`config.mk`:
```
export PLATFORM = sky130hd
export DESIGN_NAME = cbuf_agen
export DESIGN_NICKNAME = d
export VERILOG_FILES = /design/src/rtl/cbuf_agen.sv
export SDC_FILE = /design/constraint.sdc
export NUM_CORES = 2
export LEC_CHECK = 0
export ABC_AREA = 1
export BUFFER_PORTS_ARGS = -buffer_cell sky130_fd_sc_hd__buf_4
export CORE_UTILIZATION = 45
export CTS_CLUSTER_DIAMETER = 100
export CTS_CLUSTER_SIZE = 24
export DETAILED_ROUTE_END_ITERATION = 8
export PLACE_DENSITY_LB_ADDON = 0.05
export SKIP_LAST_GASP = 1
export SLEW_MARGIN = 40
export SYNTH_ARGS = -nofsm -noshare
export SYNTH_HDL_FRONTEND = slang
export SYNTH_SLANG_ARGS = --single-unit
```
`constraint.sdc`:
```
create_clock -name clk -period 11.2 [get_ports clk]
set_clock_uncertainty 0.2 [all_clocks]
set_input_delay 2.24 -clock clk [delete_from_list [all_inputs] [get_ports clk]]
set_output_delay 2.24 -clock clk [all_outputs]
set_load 0.02 [all_outputs]
```
`src/rtl/cbuf_agen.sv`:
```
module cbuf_agen #(
  parameter int AW    = 32,
  parameter int NSETS = 8,
  parameter int BRW   = 16
) (
  input  logic                       clk,
  input  logic                       rst_n,
  input  logic                       acc,
  input  logic [$clog2(NSETS)-1:0]   sel,
  input  logic [1:0]                 mode,
  input  logic [$clog2(BRW+1)-1:0]   brev_n,
  input  logic                       bank_sel,
  input  logic                       wr_en,
  input  logic [$clog2(NSETS)-1:0]   wr_sel,
  input  logic [1:0]                 wr_reg,
  input  logic [AW-1:0]              wr_data,
  output logic [AW-1:0]              addr,
  output logic [AW-1:0]              idx_next
);
  localparam int SW = $clog2(NSETS);
  localparam int NR = 2 * NSETS;
  localparam int EW = AW + 2;

  logic [AW-1:0] idx_r [NR];
  logic [AW-1:0] mod_r [NR];
  logic [AW-1:0] bas_r [NR];
  logic [AW-1:0] len_r [NR];
  logic          bank_q;

  logic [SW:0] rd_ptr, wr_ptr;
  assign rd_ptr = {bank_q, sel};
  assign wr_ptr = {bank_q, wr_sel};

  logic [AW-1:0] cur_idx, cur_mod, cur_base, cur_len;
  assign cur_idx  = idx_r[rd_ptr];
  assign cur_mod  = mod_r[rd_ptr];
  assign cur_base = bas_r[rd_ptr];
  assign cur_len  = len_r[rd_ptr];

  logic signed [EW-1:0] sum, lo, hi, wrapped;
  assign sum = signed'({2'b00, cur_idx}) + signed'({{2{cur_mod[AW-1]}}, cur_mod});
  assign lo  = signed'({2'b00, cur_base});
  assign hi  = lo + signed'({2'b00, cur_len});

  always_comb begin
    wrapped = sum;
    if (mode == 2'd1 && cur_len != '0) begin
      if (sum >= hi)     wrapped = sum - signed'({2'b00, cur_len});
      else if (sum < lo) wrapped = sum + signed'({2'b00, cur_len});
    end
  end
  assign idx_next = wrapped[AW-1:0];

  logic [AW-1:0] rev;
  always_comb begin
    int n;
    n = (int'(brev_n) > BRW) ? BRW : int'(brev_n);
    rev = cur_idx;
    for (int i = 0; i < BRW; i++)
      for (int j = 0; j < BRW; j++)
        if (i < n && j == n - 1 - i) rev[i] = cur_idx[j];
  end
  assign addr = (mode == 2'd2) ? rev : cur_idx;

  always_ff @(posedge clk) begin
    if (!rst_n) begin
      bank_q <= 1'b0;
      for (int k = 0; k < NR; k++) begin
        idx_r[k] <= '0;
        mod_r[k] <= '0;
        bas_r[k] <= '0;
        len_r[k] <= '0;
      end
    end else begin
      bank_q <= bank_sel;
      if (acc) idx_r[rd_ptr] <= idx_next;
      if (wr_en) begin
        case (wr_reg)
          2'd0:    idx_r[wr_ptr] <= wr_data;
          2'd1:    mod_r[wr_ptr] <= wr_data;
          2'd2:    bas_r[wr_ptr] <= wr_data;
          default: len_r[wr_ptr] <= wr_data;
        endcase
      end
    end
  end
endmodule

```
## Yosys cells after proc, flatten, opt, wreduce, memory -nomap -nowiden

Memories as Yosys holds them, arrays and structs flattened.
Cells that the tools add are included.

| storage, ports and cells | value |
|---|---|
| register bits after elaboration | 1 |
| RAM bits | 2,048 |
| input port bits | 52 |
| output and inout port bits | 64 |
| word-level logic and storage cells | 862 |
| memories | 4 |

Memory list:

| name | depth | width | rd ports | clocked after memory_dff | write ports | RTL line | RTL |
|---|---|---|---|---|---|---|---|
| bas_r | 16 | 32 | 1 | 0 | 16 | 26 | `logic [AW-1:0] bas_r [NR];` |
| idx_r | 16 | 32 | 1 | 0 | 16 | 24 | `logic [AW-1:0] idx_r [NR];` |
| len_r | 16 | 32 | 1 | 0 | 16 | 27 | `logic [AW-1:0] len_r [NR];` |
| mod_r | 16 | 32 | 1 | 0 | 16 | 25 | `logic [AW-1:0] mod_r [NR];` |

| operators by class | value |
|---|---|
| $add $sub $neg | 20 |
| $lt $le $gt $ge | 19 |
| equal/unequal tests | 244 |
| muxes and demuxes | 295 |
| reductions and logical operators | 279 |

Operator list:

| operator | number |
|---|---|
| 5-bit by 32-bit == test with 1-bit output, first input constant | 128 |
| 4-bit by 32-bit == test with 1-bit output, first input constant | 64 |
| 3-bit by 32-bit == test with 1-bit output, first input constant | 32 |
| 2-bit by 32-bit == test with 1-bit output, first input constant | 16 |
| 32-bit logical NOT | 15 |
| 1-bit two-way mux | 280 |
| 1-bit logical AND | 256 |
| 32-bit two-way mux | 8 |
| 32-bit by 5-bit subtractor with 32-bit output, second input constant | 8 |
| 32-bit OR reduction | 5 |
| 32-bit by 4-bit subtractor with 32-bit output, second input constant | 4 |
| 32-bit by 3-bit subtractor with 32-bit output, second input constant | 2 |
| 4-bit by 5-bit less-than comparator with 1-bit output, first input constant | 8 |
| 33-bit by 32-bit adder with 34-bit output | 1 |
| 34-bit >= comparator | 1 |
| 34-bit by 33-bit less-than comparator with 1-bit output | 1 |
| 32-bit by 32-bit adder with 33-bit output | 1 |
| 32-bit adder | 1 |
| 32-bit nonzero test | 1 |
| 32-bit by 2-bit subtractor with 32-bit output, second input constant | 1 |
| 32-bit subtractor | 1 |
| 3-bit by 5-bit less-than comparator with 1-bit output, first input constant | 4 |
| 4-bit two-way mux | 5 |
| 16-bit two-way mux | 1 |
| 9 further kinds | 13 |

## Logic depth before layout (Yosys ltp)

| logic depth | value |
|---|---|
| word-level depth | 23 |
| gate-level depth with buffers | 52 |
| mapped depth without buffers | 43 |

## Least setup slack after synthesis

Ideal clock, no wire load.

| timing path | value |
|---|---|
| kind | in2out |
| start point | input sel[1] |
| end point | output idx_next[6] |
| arrival | 9.228 ns |
| required time | 8.760 ns |
| path slack | -0.468 ns |
| cell stages on the path | 47 |
| path buffers | 9 |
| cell sequence | buf_6 -> nor2_4 -> buf_2 -> buf_2 -> buf_2 -> buf_2 -> buf_2 -> clkbuf_1 -> clkbuf_1 -> a22oi_1 -> nand2_1 -> nand2_1 -> nand4_1 -> ha_1 -> a21oi_1 -> nand2_1 -> a21oi_2 -> o21bai_1 -> [11 not listed] -> nand2_1 -> nand2_1 -> nand2_1 -> ha_1 -> nand2_1 -> inv_1 -> nand4_1 -> nor4_1 -> a211o_1 -> o21ai_0 -> nand2_1 -> nand2_1 -> inv_1 -> buf_2 -> nand2_1 -> o21ai_0 -> inv_1 -> a21boi_0 |

| on the way | value |
|---|---|
| longest elaborated chain between the ends | 6 |
| elaborated cells between the ends (all ways) | 15 |
| those cells by class | 4 x add/sub; 2 x order compare; 3 x mux; 2 x reduce/logical; 4 x memory |

RTL lines:

| what | RTL line | RTL |
|---|---|---|
| start: declaration | 9 | `input logic [$clog2(NSETS)-1:0] sel,` |
| memory read 16 x 32 bit, on equally long branches | - |  |
| 33-bit by 32-bit adder with 34-bit output | 41 | `assign sum = signed'({2'b00, cur_idx}) + signed'({{2{cur_mod[AW-1]}}, cur_mod});` |
| 32-bit adder or 34-bit by 33-bit less-than comparator with 1-bit output (tied branches) | 49 | `else if (sum < lo) wrapped = sum + signed'({2'b00, cur_len});` |
| 32-bit two-way mux | 49 |  |
| 32-bit two-way mux | 48 | `if (sum >= hi) wrapped = sum - signed'({2'b00, cur_len});` |
| 32-bit two-way mux * | 47 | `if (mode == 2'd1 && cur_len != '0) begin` |
| end: declaration | 18 | `output logic [AW-1:0] idx_next` |

Mark *: on every way between the ends. The rest lies on a longest branch, timed or not.

## Worst setup path after layout

| timing path | value |
|---|---|
| start point | input sel[2] |
| end point | output idx_next[30] |

The elaborated chain is that of the path after synthesis.

==> flow_metrics.py <==
metrics = {
    "yosys": {
        "ys_seq_elements": 2049,
        "avgSynthCellArea_um2": 9.74,
        "netlist.area_leader.share_pct": 58.8,
        "synthesis.area_um2": 105000,
        "synth_edf_count": 2048,
        "ys_warn_count": 0,
        "syn-num-nets": 11000,
        "synth_top_area_cell": "edfxtp_1",
        "yosysSeqAreaShare_pct": 58.9,
        "netlist_instances": 10700,
        "ys.flop_type": "edfxtp_1",
        "synth_cell_types": 73,
        "synthArstFlopShare_pct": 0,
        "ys_top_cells_by_area": "edfxtp_1, nand2_1, a22oi_1",
    },
    "pwr": {
        "leakage_uw": 0.0502,
        "ir_worst_vdd_mv": 0.168,
        "power_density_nw_per_um2": 153,
        "power_uw": 18400,
    },
    "finish": {
        "fin_area_um2": 120000,
        "nets": 11500,
        "post-route-util_pct": 52.0,
        "multi_input_area_um2": 38600,
        "seqCellArea_um2": 61500,
        "fillers": 21000,
        "area_growth_pct": 14.6,
        "drive_above_1_share_pct": 15.9,
    },
    "timing": {
        "slew_headroom_pct": 30.9,
        "finalCritPeriodShare_pct": 98.9,
        "timing.fmax_mhz": 90.3,
        "maxSlewViolCount": 0,
        "fin_crit_ns": 11.08,
        "fin_ws_ns": 0.125,
        "setup_viol": 0,
        "worst_slew_pin_slew_ns": 1.03,
        "hold_violations": 0,
        "fin_tns_setup_ns": 0,
    },
    "setup_path": {
        "slowest_delay_ns": 0.42,
        "worstPathArrival_ns": 8.64,
        "r2r-end": "idx_r[0][28]",
        "cp_num_buf_inv": 12,
        "crit_type": "primary input to output port",
        "r2r-start": "bank_q",
        "startpoint_type": "primary input",
        "crit_top_cell": "buf_4",
        "worst-r2r-cell-count": 42,
        "worst_ep_required_time_ns": 8.76,
        "path_depth": 38,
        "cp-endpoint": "idx_next[30]",
        "reg2reg_slack_ns": 3.72,
        "cp_slowest_cell": "buf_4",
        "crit_family": "compound AO/OA/AOI/OAI gates",
        "crit_path_end_kind": "output port",
        "cp_max_fo": 11,
        "startpoint": "sel[2]",
    },
    "floorplanning": {
        "core_um2": 230000,
        "top_level_ports": 116,
        "start_util_pct": 45.4,
        "die_y_um": 484,
        "std_cell_rows": 176,
        "die_w_um": 484,
        "die_area_um2": 234000,
    },
    "placed_design": {
        "dpl.hpwl_um": 282000,
        "dp_slack_ns": -0.480,
        "port_buffers": 115,
        "place_area_um2": 115000,
        "place_congestion": 1.01,
    },
    "clocking": {
        "clk_pin_slew_ns": 0.10,
        "root_buffer": "clkbuf_16",
        "numCtsBuffers": 100,
        "cts_max_path_buffers": 3,
        "cts_tree": "built",
        "cts_htree_levels": 3,
        "clock-sinks": 2049,
        "cts_hold_buf": 0,
        "clkLatencyLatePin_ns": 0.84,
    },
    "detailed_routing": {
        "wirelength_um": 439000,
        "dr.pass1.iters": 7,
        "ant_nets": 0,
        "wl_per_cell_um": 30.8,
        "via_count": 87400,
        "avgViaCountPerCell": 6.12,
        "drc": 0,
        "drt_iter0_markers": 11300,
    },
    "global_route": {
        "antenna_found_initial": 15,
        "track_usage_pct": 36.4,
        "grt_pass1_wl_um": 611000,
        "grt.overflow.total": 0,
        "grt_pass1_vias": 81400,
        "grt_max_degree": 49,
    },
    "run": {
        "cap_violations": 0,
    },
    "hold_path": {
        "hold_start": "bank_q",
        "hp-class": "register to register",
    },
    "status": {
        "status": "complete, no violations",
    },
}
placed cells by master (no fill, tap or decap), types with 109 or more instances in the layout:
master,netlist,routed
edfxtp_1,2048,2048
nor2_1,1833,1802
nand4_1,109,109
nand3_1,550,527
ha_1,210,190
inv_1,460,405
a22oi_1,1026,1008
o21ai_0,135,111
clkbuf_16,0,110
buf_4,25,1105
a21oi_1,278,257
nand2_1,2577,2538
how the worst min path moves through the flow:
stage / to / slack [ns] / cells past startpoint
floorplan: bas_r[13][0] / 0.66 / 4
global placement: idx_r[8][1] / 1.13 / 5
detailed placement: idx_r[8][1] / 1.15 / 5
CTS: idx_r[8][1] / 1.20 / 5
global route: idx_r[8][1] / 1.25 / 5
finish: idx_r[8][1] / 1.20 / 5
per-layer routing:
metal,track usage [%],share of wire (%)
met1,50.5,40
met2,56.1,45
met3,6.17,9.9
met4,16.0,5.1
met5,0,0.027
stage by stage:
stage,hold slack (ns),instances
2_1_floorplan,0.660,10700
3_3_place_gp,1.13,14000
3_5_place_dp,1.15,14100
4_1_cts,1.20,14200
5_1_grt,1.25,14300
6_report,1.20,14300
flip-flops by register name, summed over array words and instances (netlist names):
name / flops
bas_r: 512
mod_r: 512
idx_r: 512
bank_q: 1
len_r: 512
cells in the mapped netlist (20+ instances only):
| library cell | count |
|---|---|
| nand2_1 | 2577 |
| o22ai_1 | 20 |
| o21ai_0 | 135 |
| nand4_1 | 109 |
| xor2_1 | 74 |
| o21ai_1 | 26 |
| nor2_1 | 1833 |
| edfxtp_1 | 2048 |
| nand3_1 | 550 |
| a31oi_1 | 24 |
| buf_2 | 130 |
| buf_1 | 65 |
| nand3_2 | 29 |
| a21oi_1 | 278 |
| inv_1 | 460 |
| xnor2_1 | 29 |
| a22oi_1 | 1026 |
| nand2_2 | 28 |
| buf_4 | 25 |
| a21boi_0 | 106 |
| buf_6 | 28 |
| a2111o_1 | 46 |
| clkbuf_1 | 631 |
| nor3_1 | 36 |
| ha_1 | 210 |
layout make-up:
| class | count | share of cell area, % |
|---|---|---|
| Antenna cell | 13 | 0.0272 |
| Clock buffer | 109 | 2.15 |
| Clock inverter | 22 | 0.302 |
| Inverter | 482 | 1.55 |
| Multi-Input combinational cell | 7321 | 32.2 |
| Sequential cell | 2049 | 51.4 |
| Tap cell | 3026 | 3.16 |
| Timing Repair Buffer | 1264 | 9.24 |
what timing repair did:
action,in CTS,in global routing
resized for setup,99,222
buffers inserted,30,52
pin swaps,41,101
cloned,4,8
setup endpoints to repair,32,32
worst min-delay path: stages (launching register included):
cell	delay, ns
dfxtp_1	0.45
inv_1	0.19
nor2_4	0.07
buf_12	0.18
nand2_1	0.18
nand3_2	0.11
report_power, final:
group,internal [µW],leakage (µW),switching (µW),total (µW)
clock,1770,0.00142,2580,4350
sequential,8650,0.0218,70.5,8720
combinational,1850,0.0270,3440,5290
logic make-up (layout without fill, tap and decap cells):
logic type	count (synthesis)	in the layout	share of synthesized area, %
and+or+nand+nor	5232	5232	20.4
DFF	2049	2049	58.9
AOI/OAI and AO/OA	1771	1771	11.9
buffers and inverters	1365	1877	5.41
adders and majority gates	214	214	2.59
xor gates and xnor gates	104	104	0.889
other	0	13	0
Note: power is estimated with default switching activity, not from simulation.
